--- src/rtl/glitch_filter_pkg.sv ---
// Package: shared types and limits for the unanimous-vote glitch filter.
// Assumes: consumers import it; nothing here holds state.
package glitch_filter_pkg;
    localparam int MIN_STAGES = 3;
    localparam int MAX_STAGES = 8;

    // Verdict of the chain taps on one cycle.
    typedef enum logic [1:0] {
        VOTE_SPLIT    = 2'b00,
        VOTE_ALL_LOW  = 2'b01,
        VOTE_ALL_HIGH = 2'b10
    } vote_e;
endpackage

--- src/rtl/ugf_sample_chain.sv ---
// Module: shift chain sampling the raw input once per clock.
// Assumes: din is asynchronous. Tap 0 takes din straight in and tap 1 takes
// tap 0 straight in, so only the flop's own synchronous reset sits before them.
module ugf_sample_chain #(
    parameter int   LEN        = 4,
    parameter logic IDLE_LEVEL = 1'b1
) (
    input  logic           clk,
    input  logic           rst_n,
    input  logic           din,
    output logic [LEN-1:0] taps
);
    // Shift the newest sample into tap 0; reset loads the idle level.
    always_ff @(posedge clk) begin
        if (!rst_n) taps <= {LEN{IDLE_LEVEL}};
        else        taps <= {taps[LEN-2:0], din};
    end
endmodule

--- src/rtl/ugf_vote_decode.sv ---
// Module: unanimous decision over all chain taps.
// Assumes: taps are registered; the output is purely combinational.
module ugf_vote_decode
    import glitch_filter_pkg::*;
#(
    parameter int LEN = 4
) (
    input  logic [LEN-1:0] taps,
    output vote_e          vote
);
    // Report a verdict only when every tap agrees.
    always_comb begin
        if (&taps)       vote = VOTE_ALL_HIGH;
        else if (~|taps) vote = VOTE_ALL_LOW;
        else             vote = VOTE_SPLIT;
    end
endmodule

--- src/rtl/ugf_hold_reg.sv ---
// Module: set/reset output register driven by the vote.
// Assumes: vote comes from registered taps, so q is glitch-free.
module ugf_hold_reg
    import glitch_filter_pkg::*;
#(
    parameter logic IDLE_LEVEL = 1'b1
) (
    input  logic  clk,
    input  logic  rst_n,
    input  vote_e vote,
    output logic  q
);
    // Set on all-high, clear on all-low, keep the level on a split.
    always_ff @(posedge clk) begin
        if (!rst_n) begin
            q <= IDLE_LEVEL;
        end else begin
            case (vote)
                VOTE_ALL_HIGH: q <= 1'b1;
                VOTE_ALL_LOW:  q <= 1'b0;
                default:       q <= q;
            endcase
        end
    end
endmodule

--- src/rtl/ugf_edge_detect.sv ---
// Module: one-cycle rise/fall markers for the filtered level.
// Assumes: level is registered; prev is reset to the same idle level.
module ugf_edge_detect #(
    parameter logic IDLE_LEVEL = 1'b1
) (
    input  logic clk,
    input  logic rst_n,
    input  logic level,
    output logic rise,
    output logic fall
);
    logic prev;

    // Remember last cycle's level.
    always_ff @(posedge clk) begin
        if (!rst_n) prev <= IDLE_LEVEL;
        else        prev <= level;
    end

    // Compare current and previous level.
    always_comb begin
        rise = level & ~prev;
        fall = ~level & prev;
    end
endmodule

--- src/rtl/unanimous_glitch_filter.sv ---
// Module: top of the unanimous-vote input glitch filter.
// Assumes: one clock, synchronous active-low reset. STAGES is clamped to
// the package limits. Latency from a clean input change is CHAIN_LEN+1 edges.
module unanimous_glitch_filter
    import glitch_filter_pkg::*;
#(
    parameter int   STAGES      = 4,
    parameter logic IDLE_LEVEL  = 1'b1,
    parameter bit   EDGE_OUT_EN = 1'b1
) (
    input  logic clk,
    input  logic rst_n,
    input  logic din_raw,
    output logic dout_clean,
    output logic rise_pulse,
    output logic fall_pulse
);
    localparam int CHAIN_LEN = (STAGES < MIN_STAGES) ? MIN_STAGES :
                               (STAGES > MAX_STAGES) ? MAX_STAGES : STAGES;

    logic [CHAIN_LEN-1:0] taps;
    vote_e                vote;
    logic                 held;

    ugf_sample_chain #(.LEN(CHAIN_LEN), .IDLE_LEVEL(IDLE_LEVEL)) u_chain (
        .clk  (clk),
        .rst_n(rst_n),
        .din  (din_raw),
        .taps (taps)
    );

    ugf_vote_decode #(.LEN(CHAIN_LEN)) u_vote (
        .taps(taps),
        .vote(vote)
    );

    ugf_hold_reg #(.IDLE_LEVEL(IDLE_LEVEL)) u_hold (
        .clk  (clk),
        .rst_n(rst_n),
        .vote (vote),
        .q    (held)
    );

    assign dout_clean = held;

    // Edge markers are built only when requested.
    generate
        if (EDGE_OUT_EN) begin : g_edges
            ugf_edge_detect #(.IDLE_LEVEL(IDLE_LEVEL)) u_edge (
                .clk  (clk),
                .rst_n(rst_n),
                .level(held),
                .rise (rise_pulse),
                .fall (fall_pulse)
            );
        end else begin : g_no_edges
            assign rise_pulse = 1'b0;
            assign fall_pulse = 1'b0;
        end
    endgenerate
endmodule

--- config.mk ---
export PLATFORM = sky130hd
export DESIGN_NAME = unanimous_glitch_filter
export DESIGN_NICKNAME = d
export VERILOG_FILES = /design/src/rtl/glitch_filter_pkg.sv /design/src/rtl/ugf_sample_chain.sv /design/src/rtl/ugf_vote_decode.sv /design/src/rtl/ugf_hold_reg.sv /design/src/rtl/ugf_edge_detect.sv /design/src/rtl/unanimous_glitch_filter.sv
export SDC_FILE = /design/constraint.sdc
export NUM_CORES = 1
export LEC_CHECK = 0
export BUFFER_PORTS_ARGS = -buffer_cell sky130_fd_sc_hd__clkbuf_2
export CAP_MARGIN = 5
export CORE_AREA = 2 2 39 41
export DETAILED_ROUTE_END_ITERATION = 6
export DIE_AREA = 0 0 41 43
export GPL_ROUTABILITY_DRIVEN = 1
export HOLD_SLACK_MARGIN = 0.05
export SLEW_MARGIN = 20
export SYNTH_ARGS = -nofsm -noshare
export SYNTH_HDL_FRONTEND = slang
export SYNTH_SLANG_ARGS = --single-unit
--- constraint.sdc ---
create_clock -name clk -period 2 [get_ports clk]
set_clock_uncertainty 0.15 [all_clocks]
set_input_delay 0.1 -clock clk [delete_from_list [all_inputs] [get_ports clk]]
set_output_delay 0.1 -clock clk [all_outputs]
set_load 0.05 [all_outputs]
==> metrics.csv, run 1 <==
stage,metric,value,unit
outcome,status,"finished, final reports clean",
timing,endpoints failing setup,0,
route,DR WL/cell,7.16,um
clocking,CTS resizes,0,
power_and_ir_drop,PwrDens,845,nW/um^2
global_route,first-pass GRT wire length,586,um
logic_synthesis,most instantiated library cell after synthesis,dfxtp_1,
setup_path,crit-path max FO,1,
route,Total Wirelength,308,um
route,Vias/cell,3.37,
timing,final hold viol count,0,
power_and_ir_drop,Comb pwr share,0.040,
setup_path,CP cell instances,dlygate4sd3_1 > clkbuf_2 > nand2b_1 > dlygate4sd3_1,
timing,RSZ-0062 raised after global routing,false,
logic_synthesis,post-synth top area share,0.632,
timing,WHS,0.344,ns
layout,# diodes,0,
min_path,worst min-delay path class,register to register,
floorplanning,die area,1760,um^2
route,routed length on met2,104,um
setup_path,endpoint class of the critical path,register,
logic_synthesis,adder-cell share of the synthesized area,0,
placement,I/O Buffers,5,
layout,synthesis-to-layout area growth,51.3,%
floorplanning,Core Area,1380,um^2
timing,Tcrit/Tclk final,0.709,
timing,Max-slew headroom,0.817,
setup_path,Reg2Reg Setup Slack,1.06,ns
setup_path,slowest CP cell,dlygate4sd3_1,
power_and_ir_drop,sw frac,0.188,
floorplanning,num rows,14,
route,DR DRC count,0,
clocking,clock latency on the worst-skew pair,0.24,ns
logic_synthesis,Syn Std Cell Area,190,um^2
route,ANT nets after route,0,
logic_synthesis,Compound-Gate Fraction of Synth Area,0.0724,
logic_synthesis,Netlist cell types,6,
route,highest metal used,met3,
power_and_ir_drop,clock power share,0.445,
route,Detailed Route Iter0 Violations,13,
timing,setup TNS,0,ns
route,M1 wire length,153,um
logic_synthesis,#FFs+latches synth,6,
logic_synthesis,Post-synth EDFFs,0,
route,vias,145,
clocking,Inserted Clock Buffers,3,
timing,fin crit period,1.42,ns
route,Routed met3 length,49,um
timing,Worst Tran Pin Value,0.275,ns
layout,final net count,32,
logic_synthesis,Synth Net Count,19,
logic_synthesis,"top cells by count, synth","dfxtp_1, nand2b_1, nor2b_1",
flow_run,Max-Cap Viols,0,
clocking,CTS tree,built,
clocking,CTS Root Buffer Type,clkbuf_4,
logic_synthesis,largest family of logic cells by synthesized area,simple AND/OR/NAND/NOR gates,
logic_synthesis,mux contribution to synthesized area,0,
setup_path,Worst Path Arrival,1.39,ns
logic_synthesis,Mapped Cells,16,
logic_synthesis,"Seq/Total Area, Yosys",0.632,
power_and_ir_drop,sequential power share,0.515,
power_and_ir_drop,worst vdd ir,0.000358,V
logic_synthesis,Async SR Flop Fraction,0,
power_and_ir_drop,Sw Pwr,45.8,uW
global_route,grt total ovfl,0,
layout,layout cells sized above 1,0.333,
power_and_ir_drop,Int Power,197,uW
floorplanning,Die W,41,um
floorplanning,Chip Height,43,um
clocking,deepest clock path buffer count,2,
timing,count of final max-slew check failures,0,
setup_path,required time worst endpoint,1.97,ns
logic_synthesis,Mapped Avg Cell Area,11.9,um^2
global_route,largest net degree at the start of global routing,7,
floorplanning,# IOs,6,
clocking,"Reg clk slew, reported paths",0.04,ns
timing,fmax,706,MHz
setup_path,critical path type,primary input to register,
placement,placed cell count,37,
global_route,Total Routing Usage GR,0.0574,
clocking,htree depth,1,
logic_synthesis,Synth area leaders,"dfxtp_1, nand2b_1, nor2b_1",
setup_path,Worst path max stage delay,0.54,ns
setup_path,CP Launch Type,primary input,
power_and_ir_drop,Lkg Pwr,0.000110,uW
layout,Finished Layout Cells,43,
route,drt pass-1 iters,4,
logic_synthesis,"area leader, netlist",dfxtp_1,
logic_synthesis,Synth Area in XOR/XNOR,0,
clocking,total clock sinks,6,
logic_synthesis,Synth Area in Simple Gates,0.296,
placement,routability cong.,0.578,
logic_synthesis,Syn. warnings,0,
floorplanning,initial cell density of the core,0.137,
setup_path,cell mode on critical path,dlygate4sd3_1,
global_route,initial antenna violation count,0,
global_route,vias in the first global route,150,
logic_synthesis,top_reg_cell synth,dfxtp_1,
layout make-up:
type	instances	area [um^2]
Clock buffer	3	22.5
Fill cell	150	1100
Multi-Input combinational cell	10	70.1
Sequential cell	6	120
Tap cell	16	20.0
Timing Repair Buffer	8	55.1
power groups by stage:
| stage | Clock (uW) | Combinational [uW] | Sequential (uW) |
|---|---|---|---|
| global route | 123 | 10.8 | 125 |
| finish | 108 | 9.69 | 125 |
| global placement | 0 | 5.12 | 127 |
| floorplan | 0 | 2.00 | 127 |
| CTS | 115 | 9.75 | 125 |
| detailed placement | 0 | 5.21 | 127 |
layout by cell type (no fill, tap or decap), drive strengths merged:
cell	instances
a41oi	1
dlygate4sd3	3
clkbuf	8
nor2b	2
dfxtp	6
nor4	1
nand2b	5
o21ai	1
metal layers:
metal / vias to the layer above / global-route usage
met5: - / 0
met4: 0 / 0.0200
met3: 0 / 0.0785
met2: 10 / 0.0688
met1: 59 / 0.0552
li1: 76 / -
logic make-up (layout without fill, tap and decap cells):
kind of cell | Yosys count | in the layout
AOI/OAI and AO/OA | 2 | 2
buffers and inverters | 0 | 11
DFF | 6 | 6
and+or+nand+nor | 8 | 8
metrics by stage:
| stage | power, uW | cell area, um^2 | util | setup slack, ns |
|---|---|---|---|---|
| detailed placement | 132 | 235 | 0.170 | 0.967 |
| finish | 243 | 288 | 0.208 | 0.583 |
| floorplan | 129 | 190 | - | 0.312 |
| CTS | 249 | 288 | 0.208 | 0.599 |
| global route | 259 | 288 | 0.208 | 0.543 |
| global placement | 132 | 235 | 0.170 | 0.978 |
worst paths after layout:
kind / from / end / depth (start not counted)
hold / removal: u_chain.taps[2]$_SDFF_PN1_ / u_chain.taps[3]$_SDFF_PN1_ / 1
setup / recovery: din_raw / u_chain.taps[0]$_SDFF_PN1_ / 4
setup reg to reg: u_chain.taps[1]$_SDFF_PN1_ / u_hold.q$_SDFFE_PN1P_ / 2
hold reg to reg: u_chain.taps[2]$_SDFF_PN1_ / u_chain.taps[3]$_SDFF_PN1_ / 1
flip-flops by register name (all words and copies together) (netlist names):
register and cells:
u_hold.q 1, u_chain.taps 4, g_edges.u_edge.prev 1
what timing repair did:
action	CTS	global route
hold buffers	3	0
endpoints found under the hold margin	6	0
buffers inserted	0	0
worst max-delay path, delay by kind of cell:
family	cells	cell delay, ns
buffers and inverters	3	1.17
AND/OR/NAND/NOR	1	0.12
(Power assumes the default switching activity.)
==> run 2, diff against run 1 <==
Clock period 2 ns to 1.5 ns, I/O delays scaled along.
==> run 2 against run 1 <==
Net effect:
- sequential share of layout area is 0.36 points lower
- setup slack lost 0.48 ns
- critical path depth stayed put
- flip-flop and latch count did not move
- design area grew 0.87%
- clock power rose by 34%
- die area unchanged
- core utilization rose by 0.18 points
- cell count unchanged
- power is 34% higher
- routed wire length up 5.5%
- critical endpoint unchanged
- highest routed layer unchanged
==> metrics.csv, run 2 (same netlist as run 1, synthesis figures left out) <==
stage,metric,value,unit
global_route,initial antenna violation count,0,
timing,RSZ-0062 raised after global routing,false,
placement,routability cong.,0.576,
timing,final hold viol count,0,
clocking,htree depth,1,
layout,# fillers,159,
placement,placed cell count,37,
route,DR WL/cell,7.56,um
setup_path,crit-path max FO,1,
power_and_ir_drop,worst vdd ir,0.000351,V
route,Detailed Route Iter0 Violations,4,
timing,Worst Tran Pin Value,0.275,ns
global_route,largest net degree at the start of global routing,7,
setup_path,cell mode on critical path,dlygate4sd3_1,
global_route,first-pass GRT wire length,524,um
route,ANT nets after route,0,
floorplanning,num rows,14,
setup_path,worst reg2reg path startpoint,u_chain.taps[1]$_SDFF_PN1_,
layout,"most common cell after layout, fill and taps aside",dfxtp_1,
clocking,CTS resizes,0,
global_route,vias in the first global route,137,
min_path,worst min-delay path class,register to register,
route,vias,157,
setup_path,Worst path max stage delay,0.55,ns
timing,endpoints failing setup,0,
timing,count of final max-slew check failures,0,
timing,Tcrit/Tclk final,0.931,
timing,fin worst setup slack,0.103,ns
clocking,Post-CTS Setup Inserts,0,
setup_path,CP cell instances,dlygate4sd3_1 > clkbuf_2 > nand2b_1 > dlygate4sd3_1,
route,Total Wirelength,325,um
floorplanning,initial cell density of the core,0.137,
setup_path,CP Launch Type,primary input,
setup_path,required time worst endpoint,1.47,ns
power_and_ir_drop,PwrDens,1120,nW/um^2
layout,most frequent cells in the layout,"dfxtp_1, nand2b_1, clkbuf_2",
clocking,Hold Buf Count CTS,3,
setup_path,worst setup path start,din_raw,
setup_path,endpoint class of the critical path,register,
placement,dpl hpwl,218,um
floorplanning,Chip Height,43,um
layout,final net count,32,
clocking,deepest clock path buffer count,2,
layout,max reg flops,4,
placement,Setup Slack @ Placement,0.486,ns
floorplanning,# IOs,6,
setup_path,Worst Path Arrival,1.37,ns
timing,setup TNS,0,ns
clocking,"Reg clk slew, reported paths",0.04,ns
route,DR DRC count,0,
clocking,CTS Root Buffer Type,clkbuf_4,
setup_path,critical path type,primary input to register,
timing,fmax,716,MHz
floorplanning,Core Area,1380,um^2
timing,fin crit period,1.40,ns
clocking,clock latency on the worst-skew pair,0.24,ns
layout,layout cells sized above 1,0.370,
layout,Finished Layout Cells,43,
placement,I/O Buffers,5,
floorplanning,die area,1760,um^2
clocking,total clock sinks,6,
floorplanning,Die W,41,um
power_and_ir_drop,Lkg Pwr,0.000112,uW
setup_path,slowest CP cell,dlygate4sd3_1,
global_route,Total Routing Usage GR,0.0533,
layout,"Most flops, register",u_chain.taps,
route,Vias/cell,3.65,
outcome,status,"finished, final reports clean",
route,drt pass-1 iters,4,
layout,synthesis-to-layout area growth,52.6,%
min_path,hold path start,u_chain.taps[1]$_SDFF_PN1_,
clocking,Inserted Clock Buffers,3,
global_route,grt total ovfl,0,
flow_run,Max-Cap Viols,0,
clocking,CTS tree,built,
layout,# diodes,0,
timing,Max-slew headroom,0.817,
layout,Regs by FF count,"u_chain.taps: 4 flops, g_edges.u_edge.prev: 1 flops, u_hold.q: 1 flops",
run 2: cell counts in the layout (fill, tap and decap cells not counted):
No cell type changed its count.
run 2: power by group:
group          switching [uW]  internal (uW)  total [uW]  leakage (uW)
registers                3.09            164         167     0.0000491
logic                    3.92           9.03        13.0     0.0000486
clock network            55.1           90.3         145     0.0000138
total                    62.1            263         325      0.000112
run 2: metal layers:
metal	routed length, um	global-route usage	vias to the layer above
met3	32	0.0628	0
met4	0	0.0600	0
li1	-	-	77
met1	158	0.0550	70
met2	135	0.0469	10
met5	0	0	-
run 2: path summary, 6_finish.rpt:
kind / end / slack [ns] / depth (start not counted)
hold reg to reg: u_chain.taps[2]$_SDFF_PN1_ / 0.34 / 1
hold / removal: u_chain.taps[2]$_SDFF_PN1_ / 0.34 / 1
setup reg to reg: u_hold.q$_SDFFE_PN1P_ / 0.58 / 2
setup / recovery: u_chain.taps[0]$_SDFF_PN1_ / 0.10 / 4
run 2: critical path, delay by kind of cell:
kind                   cells  cell delay, ns
AND/OR/NAND/NOR            1            0.12
buffers and inverters      3            1.18
run 2: metrics by stage:
stage                     hold slack (ns)  power, uW  cell area (um^2)  utilization
after floorplan                  -0.00196        172               193            -
after global placement              0.111        177               238        0.172
after detailed placement            0.119        177               238        0.172
after CTS                           0.342        334               290        0.210
after global routing                0.371        342               290        0.210
final                               0.339        325               290        0.210
run 2: cell type report:
type	count	area (um^2)	share of cell area
Multi-Input combinational cell	10	72.6	0.250
Clock buffer	3	22.5	0.0776
Tap cell	16	20.0	0.0690
Timing Repair Buffer	8	55.1	0.190
Sequential cell	6	120	0.414
